File: src/rtl/sweep_pkg.sv
package sweep_pkg;
  typedef enum logic [1:0] {
    LN_NOPASS = 2'd0,
    LN_OPEN   = 2'd1,
    LN_CLOSED = 2'd2
  } lane_st_t;

  typedef enum logic [2:0] {
    EN_IDLE  = 3'd0,
    EN_PINIT = 3'd1,
    EN_CMP   = 3'd2,
    EN_EVAL  = 3'd3,
    EN_DONE  = 3'd4
  } eng_st_t;

  typedef enum logic [1:0] {
    SQ_IDLE  = 2'd0,
    SQ_ISSUE = 2'd1,
    SQ_WAIT  = 2'd2
  } seq_st_t;
endpackage

File: src/rtl/sweep_cmp_seq.sv
module sweep_cmp_seq
  import sweep_pkg::*;
#(
  parameter int LANES  = 9,
  parameter int REPEAT = 3
) (
  input  logic             clk,
  input  logic             rst_n,
  input  logic             go,
  output logic             req_valid,
  input  logic             req_ready,
  input  logic             rsp_valid,
  input  logic [LANES-1:0] rsp_fail,
  output logic             seq_done,
  output logic [LANES-1:0] fail_acc
);
  localparam int CNT_W = $clog2(REPEAT + 1);

  seq_st_t          st_q;
  logic [CNT_W-1:0] cnt_q;
  logic [CNT_W-1:0] cnt_nx;

  assign cnt_nx    = cnt_q + 1'b1;
  assign req_valid = (st_q == SQ_ISSUE);

  always_ff @(posedge clk) begin
    if (!rst_n) begin
      st_q     <= SQ_IDLE;
      cnt_q    <= '0;
      fail_acc <= '0;
      seq_done <= 1'b0;
    end else begin
      seq_done <= 1'b0;
      case (st_q)
        SQ_IDLE: begin
          if (go) begin
            fail_acc <= '0;
            cnt_q    <= '0;
            st_q     <= SQ_ISSUE;
          end
        end
        SQ_ISSUE: begin
          if (req_ready) st_q <= SQ_WAIT;
        end
        SQ_WAIT: begin
          if (rsp_valid) begin
            fail_acc <= fail_acc | rsp_fail;
            cnt_q    <= cnt_nx;
            if (cnt_nx == CNT_W'(REPEAT)) begin
              seq_done <= 1'b1;
              st_q     <= SQ_IDLE;
            end else begin
              st_q <= SQ_ISSUE;
            end
          end
        end
        default: st_q <= SQ_IDLE;
      endcase
    end
  end

  // a verdict only follows an accepted response
  assert_done_after_rsp_R2: assert property (@(posedge clk) disable iff (!rst_n)
    seq_done |-> $past(rsp_valid));
endmodule

File: src/rtl/sweep_lane.sv
module sweep_lane
  import sweep_pkg::*;
#(
  parameter int TAP_W = 5,
  parameter int MIN_W = 4
) (
  input  logic               clk,
  input  logic               rst_n,
  input  logic               clr_lim,
  input  logic               pass_init,
  input  logic               en,
  input  logic               upd,
  input  logic               fail,
  input  logic               mark_err,
  input  logic               tx,
  input  logic [TAP_W-1:0]   tap,
  output logic [TAP_W:0]     lo,
  output logic [TAP_W:0]     hi,
  output logic               active,
  output logic               in_nopass,
  output logic               err
);
  localparam int LIM_W = TAP_W + 1;
  localparam logic [LIM_W-1:0] TOP  = LIM_W'((1 << TAP_W) - 1);
  localparam logic [LIM_W-1:0] MARK = {LIM_W{1'b1}};

  lane_st_t         st_q;
  logic [LIM_W-1:0] tap_x, cand_lo, cand_hi, wide;
  logic             tighten, ok;

  always_comb begin
    tap_x = LIM_W'(tap);
    if (tx) begin
      cand_lo = tap_x + 1'b1;
      cand_hi = hi;
      tighten = lo < cand_lo;
    end else begin
      cand_lo = lo;
      cand_hi = tap_x - 1'b1;
      tighten = hi > cand_hi;
    end
    wide = cand_hi - cand_lo;
    ok   = !tighten || ((cand_lo <= cand_hi) && (wide >= LIM_W'(MIN_W)));
  end

  assign in_nopass = (st_q == LN_NOPASS);

  always_ff @(posedge clk) begin
    if (!rst_n) begin
      lo     <= '0;
      hi     <= TOP;
      st_q   <= LN_NOPASS;
      active <= 1'b0;
      err    <= 1'b0;
    end else if (clr_lim) begin
      lo     <= '0;
      hi     <= TOP;
      st_q   <= LN_NOPASS;
      active <= 1'b0;
      err    <= 1'b0;
    end else if (pass_init) begin
      st_q   <= LN_NOPASS;
      active <= en;
    end else if (mark_err) begin
      err <= 1'b1;
      lo  <= MARK;
    end else if (upd && active) begin
      if (fail) begin
        if (st_q == LN_OPEN) begin
          if (ok) begin
            if (tighten) begin
              lo <= cand_lo;
              hi <= cand_hi;
            end
            st_q   <= LN_CLOSED;
            active <= 1'b0;
          end else begin
            st_q <= LN_NOPASS;
          end
        end
      end else if (st_q == LN_NOPASS) begin
        st_q <= LN_OPEN;
        if (tx) begin
          if (hi >= tap_x) hi <= tap_x;
        end else begin
          if (lo <= tap_x) lo <= tap_x;
        end
      end
    end
  end

  // a lane closes only on a failing tap
  assert_close_on_fail_R4: assert property (@(posedge clk) disable iff (!rst_n)
    ($past(upd) && $past(active) && !active) |-> $past(fail));

  // a closed lane stays closed until a new sweep or run
  assert_closed_sticky_R4: assert property (@(posedge clk) disable iff (!rst_n)
    (st_q == LN_CLOSED && !pass_init && !clr_lim) |=> (st_q == LN_CLOSED));

  // the window opens only on a passing tap
  assert_open_on_pass_R3: assert property (@(posedge clk) disable iff (!rst_n)
    (st_q == LN_OPEN && $past(st_q) != LN_OPEN) |-> !$past(fail));

  // an error lane reads the illegal marker
  assert_err_marker_R8: assert property (@(posedge clk) disable iff (!rst_n)
    err |-> (lo == MARK));
endmodule

File: src/rtl/dly_window_sweep.sv
module dly_window_sweep
  import sweep_pkg::*;
#(
  parameter int LANES  = 9,
  parameter int TAP_W  = 5,
  parameter int REPEAT = 3,
  parameter int PASSES = 8,
  parameter int MIN_W  = 4
) (
  input  logic                         clk,
  input  logic                         rst_n,
  input  logic                         start,
  input  logic                         tx_mode,
  input  logic                         single_lane,
  output logic                         busy,
  output logic                         done,
  output logic                         range_err,
  output logic [LANES-1:0]             lane_err,
  output logic [TAP_W-1:0]             tap,
  output logic [LANES-1:0]             lane_act,
  output logic                         req_valid,
  input  logic                         req_ready,
  input  logic                         rsp_valid,
  input  logic [LANES-1:0]             rsp_fail,
  output logic [LANES*(TAP_W+1)-1:0]   win_lo,
  output logic [LANES*(TAP_W+1)-1:0]   win_hi
);
  localparam int LIM_W  = TAP_W + 1;
  localparam int PASS_W = (PASSES > 1) ? $clog2(PASSES) : 1;
  localparam logic [TAP_W-1:0] TAP_MAX = {TAP_W{1'b1}};

  eng_st_t          st_q;
  logic [TAP_W-1:0] tap_q;
  logic             tx_q, single_q, rerr_q;
  logic [PASS_W-1:0] pass_q;

  logic [LANES-1:0] en_w, act_w, nopass_w, err_w, mark_w, fail_acc;
  logic             launch, pass_init, upd, at_end, stuck, step, last_pass;
  logic             in_eval, seq_go, seq_done;

  assign launch    = start && (st_q == EN_IDLE || st_q == EN_DONE);
  assign pass_init = (st_q == EN_PINIT);
  assign upd       = (st_q == EN_CMP) && seq_done;
  assign in_eval   = (st_q == EN_EVAL);
  assign at_end    = tx_q ? (tap_q == '0) : (tap_q == TAP_MAX);
  assign stuck     = |(act_w & nopass_w);
  assign step      = in_eval && (act_w != '0) && !at_end;
  assign last_pass = (pass_q == PASS_W'(PASSES - 1));
  assign mark_w    = (in_eval && at_end && (act_w != '0)) ? (act_w & nopass_w) : '0;
  assign seq_go    = pass_init || step;
  assign en_w      = single_q ? LANES'(1) : {LANES{1'b1}};

  always_ff @(posedge clk) begin
    if (!rst_n) begin
      st_q     <= EN_IDLE;
      tap_q    <= '0;
      tx_q     <= 1'b0;
      single_q <= 1'b0;
      rerr_q   <= 1'b0;
      pass_q   <= '0;
    end else begin
      case (st_q)
        EN_IDLE, EN_DONE: begin
          if (launch) begin
            tx_q     <= tx_mode;
            single_q <= single_lane;
            rerr_q   <= 1'b0;
            pass_q   <= '0;
            st_q     <= EN_PINIT;
          end
        end
        EN_PINIT: begin
          tap_q <= tx_q ? TAP_MAX : '0;
          st_q  <= EN_CMP;
        end
        EN_CMP: begin
          if (seq_done) st_q <= EN_EVAL;
        end
        EN_EVAL: begin
          if (act_w == '0 || at_end) begin
            if (act_w != '0 && stuck) begin
              rerr_q <= 1'b1;
              st_q   <= EN_DONE;
            end else if (last_pass) begin
              st_q <= EN_DONE;
            end else begin
              pass_q <= pass_q + 1'b1;
              st_q   <= EN_PINIT;
            end
          end else begin
            tap_q <= tx_q ? (tap_q - 1'b1) : (tap_q + 1'b1);
            st_q  <= EN_CMP;
          end
        end
        default: st_q <= EN_IDLE;
      endcase
    end
  end

  sweep_cmp_seq #(
    .LANES  (LANES),
    .REPEAT (REPEAT)
  ) u_seq (
    .clk       (clk),
    .rst_n     (rst_n),
    .go        (seq_go),
    .req_valid (req_valid),
    .req_ready (req_ready),
    .rsp_valid (rsp_valid),
    .rsp_fail  (rsp_fail),
    .seq_done  (seq_done),
    .fail_acc  (fail_acc)
  );

  for (genvar i = 0; i < LANES; i++) begin : g_lane
    sweep_lane #(
      .TAP_W (TAP_W),
      .MIN_W (MIN_W)
    ) u_lane (
      .clk       (clk),
      .rst_n     (rst_n),
      .clr_lim   (launch),
      .pass_init (pass_init),
      .en        (en_w[i]),
      .upd       (upd),
      .fail      (fail_acc[i]),
      .mark_err  (mark_w[i]),
      .tx        (tx_q),
      .tap       (tap_q),
      .lo        (win_lo[i*LIM_W +: LIM_W]),
      .hi        (win_hi[i*LIM_W +: LIM_W]),
      .active    (act_w[i]),
      .in_nopass (nopass_w[i]),
      .err       (err_w[i])
    );
  end

  assign busy      = (st_q == EN_PINIT) || (st_q == EN_CMP) || (st_q == EN_EVAL);
  assign done      = (st_q == EN_DONE);
  assign range_err = rerr_q;
  assign lane_err  = err_w;
  assign tap       = tap_q;
  assign lane_act  = act_w;

  // request fields hold under back-pressure
  assert_req_hold_R11: assert property (@(posedge clk) disable iff (!rst_n)
    (req_valid && !req_ready) |=> (req_valid && $stable(tap) && $stable(lane_act)));

  // a new tap is one step away in the mode's direction
  assert_tap_step_R1: assert property (@(posedge clk) disable iff (!rst_n)
    (st_q == EN_CMP && $past(st_q) == EN_EVAL) |->
      (tx_q ? (tap_q == $past(tap_q) - 1'b1) : (tap_q == $past(tap_q) + 1'b1)));

  // a finished run holds done until the next start
  assert_done_hold_R12: assert property (@(posedge clk) disable iff (!rst_n)
    (done && !start) |=> done);
endmodule

File: config.mk
export PLATFORM = sky130hd
export DESIGN_NAME = dly_window_sweep
export DESIGN_NICKNAME = d
export VERILOG_FILES = /design/src/rtl/sweep_pkg.sv /design/src/rtl/sweep_cmp_seq.sv /design/src/rtl/sweep_lane.sv /design/src/rtl/dly_window_sweep.sv
export SDC_FILE = /design/constraint.sdc
export NUM_CORES = 1
export LEC_CHECK = 0
export ABC_AREA = 1
export BUFFER_PORTS_ARGS = -buffer_cell sky130_fd_sc_hd__buf_2
export CAP_MARGIN = 20
export CORE_MARGIN = 10
export CORE_UTILIZATION = 45
export CTS_CLUSTER_DIAMETER = 60
export DETAILED_ROUTE_END_ITERATION = 8
export GPL_TIMING_DRIVEN = 0
export PLACE_DENSITY = 0.71
export SYNTH_ARGS = -nofsm -noshare
export SYNTH_HDL_FRONTEND = slang
export SYNTH_HIERARCHICAL = 1
export SYNTH_SLANG_ARGS = --single-unit
export TNS_END_PERCENT = 20
File: constraint.sdc
create_clock -name clk -period 11.9 [get_ports clk]
set_clock_uncertainty 0.15 [all_clocks]
set_input_delay 1.19 -clock clk [delete_from_list [all_inputs] [get_ports clk]]
set_output_delay 1.19 -clock clk [all_outputs]
set_load 0.005 [all_outputs]
==> flow_summary.json <==
{
  "status": "complete, no violations",
  "timing_hold_violations_final": 0,
  "crit_path_end_kind": "register",
  "antenna_found_initial": 3,
  "grt_pass1_wl_mm": 95.7,
  "ant_nets": 0,
  "cp_cell_sequence": "buf_2 > inv_1 > nand3_1 > xor2_1 > o21ai_0 > ha_1 > a21oi_1 > nand3_2 > o21ai_0 > nand2_1 > nand2_2 > nand3_4 > nand2_1 > nand2_1 > nor2_1 > nor2_1",
  "post-route-min-period_ps": 4030,
  "synth.most_common_cell": "nand2_1",
  "cts_max_level": 4,
  "synth_edf_count": 0,
  "drt_iter0_drc": 1567,
  "die-area_mm2": 0.0514,
  "setup_viol": 0,
  "hold_slack_ps": 297,
  "synth_fp_nets": 3358,
  "wl_met1_mm": 27.0,
  "combPwrFrac_pct": 66.2,
  "die_h_um": 227,
  "synthFlopType": "dfxtp_1",
  "slew_violations": 0,
  "hold_class": "reg2reg",
  "final_core_util_pct": 50.8,
  "die_w_um": 227,
  "multi_input_area_mm2": 0.0138,
  "cts_setup_buffers": 0,
  "grt_max_degree": 61,
  "wl_met2_mm": 26.4,
  "grt_pass1_vias": 18600,
  "worst_slew_pin_slew_ps": 1120,
  "wl_met3_mm": 3.57,
  "period_share_pct": 33.9,
  "slowest_stage": "dfxtp_1",
  "syn_to_final_growth_pct": 11.2,
  "maxCapViolCount": 0,
  "synth_seq_cells": 172,
  "wl_per_cell_um": 15.4,
  "cts_made_buffers": 17,
  "fin_ws_ps": 7870,
  "root_buffer": "clkbuf_16",
  "initial_core_util_pct": 45.7,
  "drive_gt1_share_pct": 11.3,
  "seqPwrFrac_pct": 18.5,
  "leakage_nw": 10.5,
  "yosys.area.top_type": "ha_1",
  "cp-start-kind": "register",
  "regArea_mm2": 0.00346,
  "postPlaceCellArea_mm2": 0.0208,
  "drc": 0,
  "finalPower_mw": 3.81,
  "dp.cells": 3760,
  "diodes": 0,
  "drt_first_pass_iters": 5,
  "clock_power_share_pct": 15.4,
  "fin_cells": 3792,
  "cp.required_ps": 12110,
  "yosysWarnings": 6,
  "vias_per_cell": 5.30,
  "nFillCells": 4424,
  "async_flop_share_pct": 0,
  "io_buffers": 150,
  "cpMostUsedCell": "nand2_1",
  "num_vias": 20100,
  "timing.fmax_ghz": 0.248,
  "core_area_mm2": 0.0420,
  "clk_latency_ps": 470,
  "syn_area_mm2": 0.0192,
  "fin_setup_tns_ps": 0,
  "cts_hold_buf": 0,
  "routed_wl_mm": 58.3,
  "max_stage_delay_ps": 1030,
  "dpl.hpwl_mm": 44.4,
  "crit_type": "reg2reg",
  "cts_resized": 0,
  "cp_num_buf_inv": 2,
  "clockBufferDepth": 2,
  "vdd_drop_max_uv": 123,
  "synthCells": 3065,
  "cts_tree": "done",
  "p_int_mw": 1.84,
  "synth_cell_type_count": 41,
  "synth_area_leaders": "ha_1 18%, dfxtp_1 18%, nand2_1 14%, nand3_1 7.2%, inv_1 7.2%",
  "cts.sinks": 172,
  "grt-ovfl-total": 0,
  "slew-limit-headroom_pct": 24.8,
  "path_clk_slew_ps": 80,
  "synth_common_cells": "742 x nand2_1, 366 x inv_1, 361 x nor2_1",
  "final_nets": 3533,
  "crit_path_max_fanout": 14,
  "syn_area_per_cell_um2": 6.27,
  "arrival_ps": 4240,
  "place_ws_ps": 7940,
  "grt_use_total_pct": 22.8,
  "p_per_area_mw_per_mm2": 178,
  "ioPinCount": 151,
  "synth_top_area_share_pct": 18.0,
  "rows": 75,
  "maxUsedRoutingLayer": "met5",
  "rsz0062_at_grt": "false",
  "gp_congestion": 0.988,
  "netSwitchingPower_mw": 1.97,
  "critPathTopFamily": "flip-flops",
  "final_area_mm2": 0.0214,
  "switching_share_pct": 51.8,
  "ys_seq_area_share_pct": 17.9
}
[logic make-up (layout without fill, tap and decap cells)]
group | Yosys count | after routing | synth area share [%]
xor+xnor | 54 | 54 | 2.46
other cells | 1 | 1 | 0.0195
fa+ha+maj | 277 | 277 | 18.1
simple gates | 1627 | 1627 | 38.5
buf+inv | 476 | 664 | 10.3
compound gates | 458 | 458 | 12.8
flops | 172 | 172 | 17.9
[layer usage]
metal,global-route usage [%],vias to the layer above
met1,29.8,8985
met3,3.40,86
met5,0,-
li1,-,10400
met2,37.6,573
met4,7.51,4
[worst register-to-register path, cell delays in order (launching register included)]
cell and delay (ps):
dfxtp_1 1030, buf_2 370, inv_1 140, nand3_1 100, xor2_1 270, o21ai_0 220
ha_1 380, a21oi_1 260, nand3_2 120, o21ai_0 150, nand2_1 80, nand2_2 100
nand3_4 110, nand2_1 80, nand2_1 160, nor2_1 150, nor2_1 50
[registers in the layout, indices dropped and copies added, names as in the netlist]
| signal | flops |
|---|---|
| g_lane.u_lane/hi | 54 |
| u_seq/cnt_q | 2 |
| tx_q | 1 |
| u_seq/seq_done | 1 |
| g_lane.u_lane/lo | 54 |
| g_lane.u_lane/active | 9 |
| u_seq/st_q | 2 |
| tap | 5 |
| st_q | 3 |
| g_lane.u_lane/err | 9 |
| single_q | 1 |
| u_seq/fail_acc | 9 |
| pass_q | 3 |
| range_err | 1 |
| g_lane.u_lane/st_q | 18 |
[power groups by stage]
stage	Combinational, mW	Clock, mW	Sequential, mW
2_1_floorplan	1.97	0	0.673
3_3_place_gp	2.43	0	0.735
3_5_place_dp	2.49	0	0.715
4_1_cts	2.50	0.599	0.702
5_1_grt	2.92	0.618	0.709
6_report	2.52	0.586	0.703
[final timing paths]
path	startpoint	to	slack (ps)	cells after the start
setup reg to reg	tap[2]	g_lane[7].u_lane/lo[0]	7870	16
hold reg to reg	range_err	range_err	300	2
hold / removal	range_err	range_err	300	2
setup / recovery	tap[2]	g_lane[7].u_lane/lo[0]	7870	16
[layout make-up]
cell class / count / area share [%]
plain buffers: 94 / 2.53
clock buffers: 18 / 2.01
clock inverters: 14 / 0.744
inverters: 382 / 6.72
multi-input cells: 2417 / 64.6
flip-flops and latches: 172 / 16.2
well taps: 539 / 3.16
repair buffers: 156 / 4.06
[layout by cell type, fill, tap and decap left out, drive strengths merged]
| cell type | n |
|---|---|
| a21boi | 1 |
| a21o | 9 |
| a21oi | 174 |
| and3 | 9 |
| buf | 214 |
| bufinv | 2 |
| clkbuf | 54 |
| clkinv | 2 |
| clkinvlp | 5 |
| conb | 1 |
| dfxtp | 172 |
| fa | 1 |
| ha | 276 |
| inv | 387 |
| nand2 | 766 |
| nand3 | 315 |
| nand3b | 55 |
| nand4 | 58 |
| nor2 | 375 |
| nor3 | 19 |
| nor3b | 9 |
| o2111ai | 1 |
| o21a | 9 |
| o21ai | 237 |
| o21bai | 27 |
| or2 | 21 |
| xnor2 | 18 |
| xor2 | 36 |
Note: power is estimated with default switching activity, not from simulation.
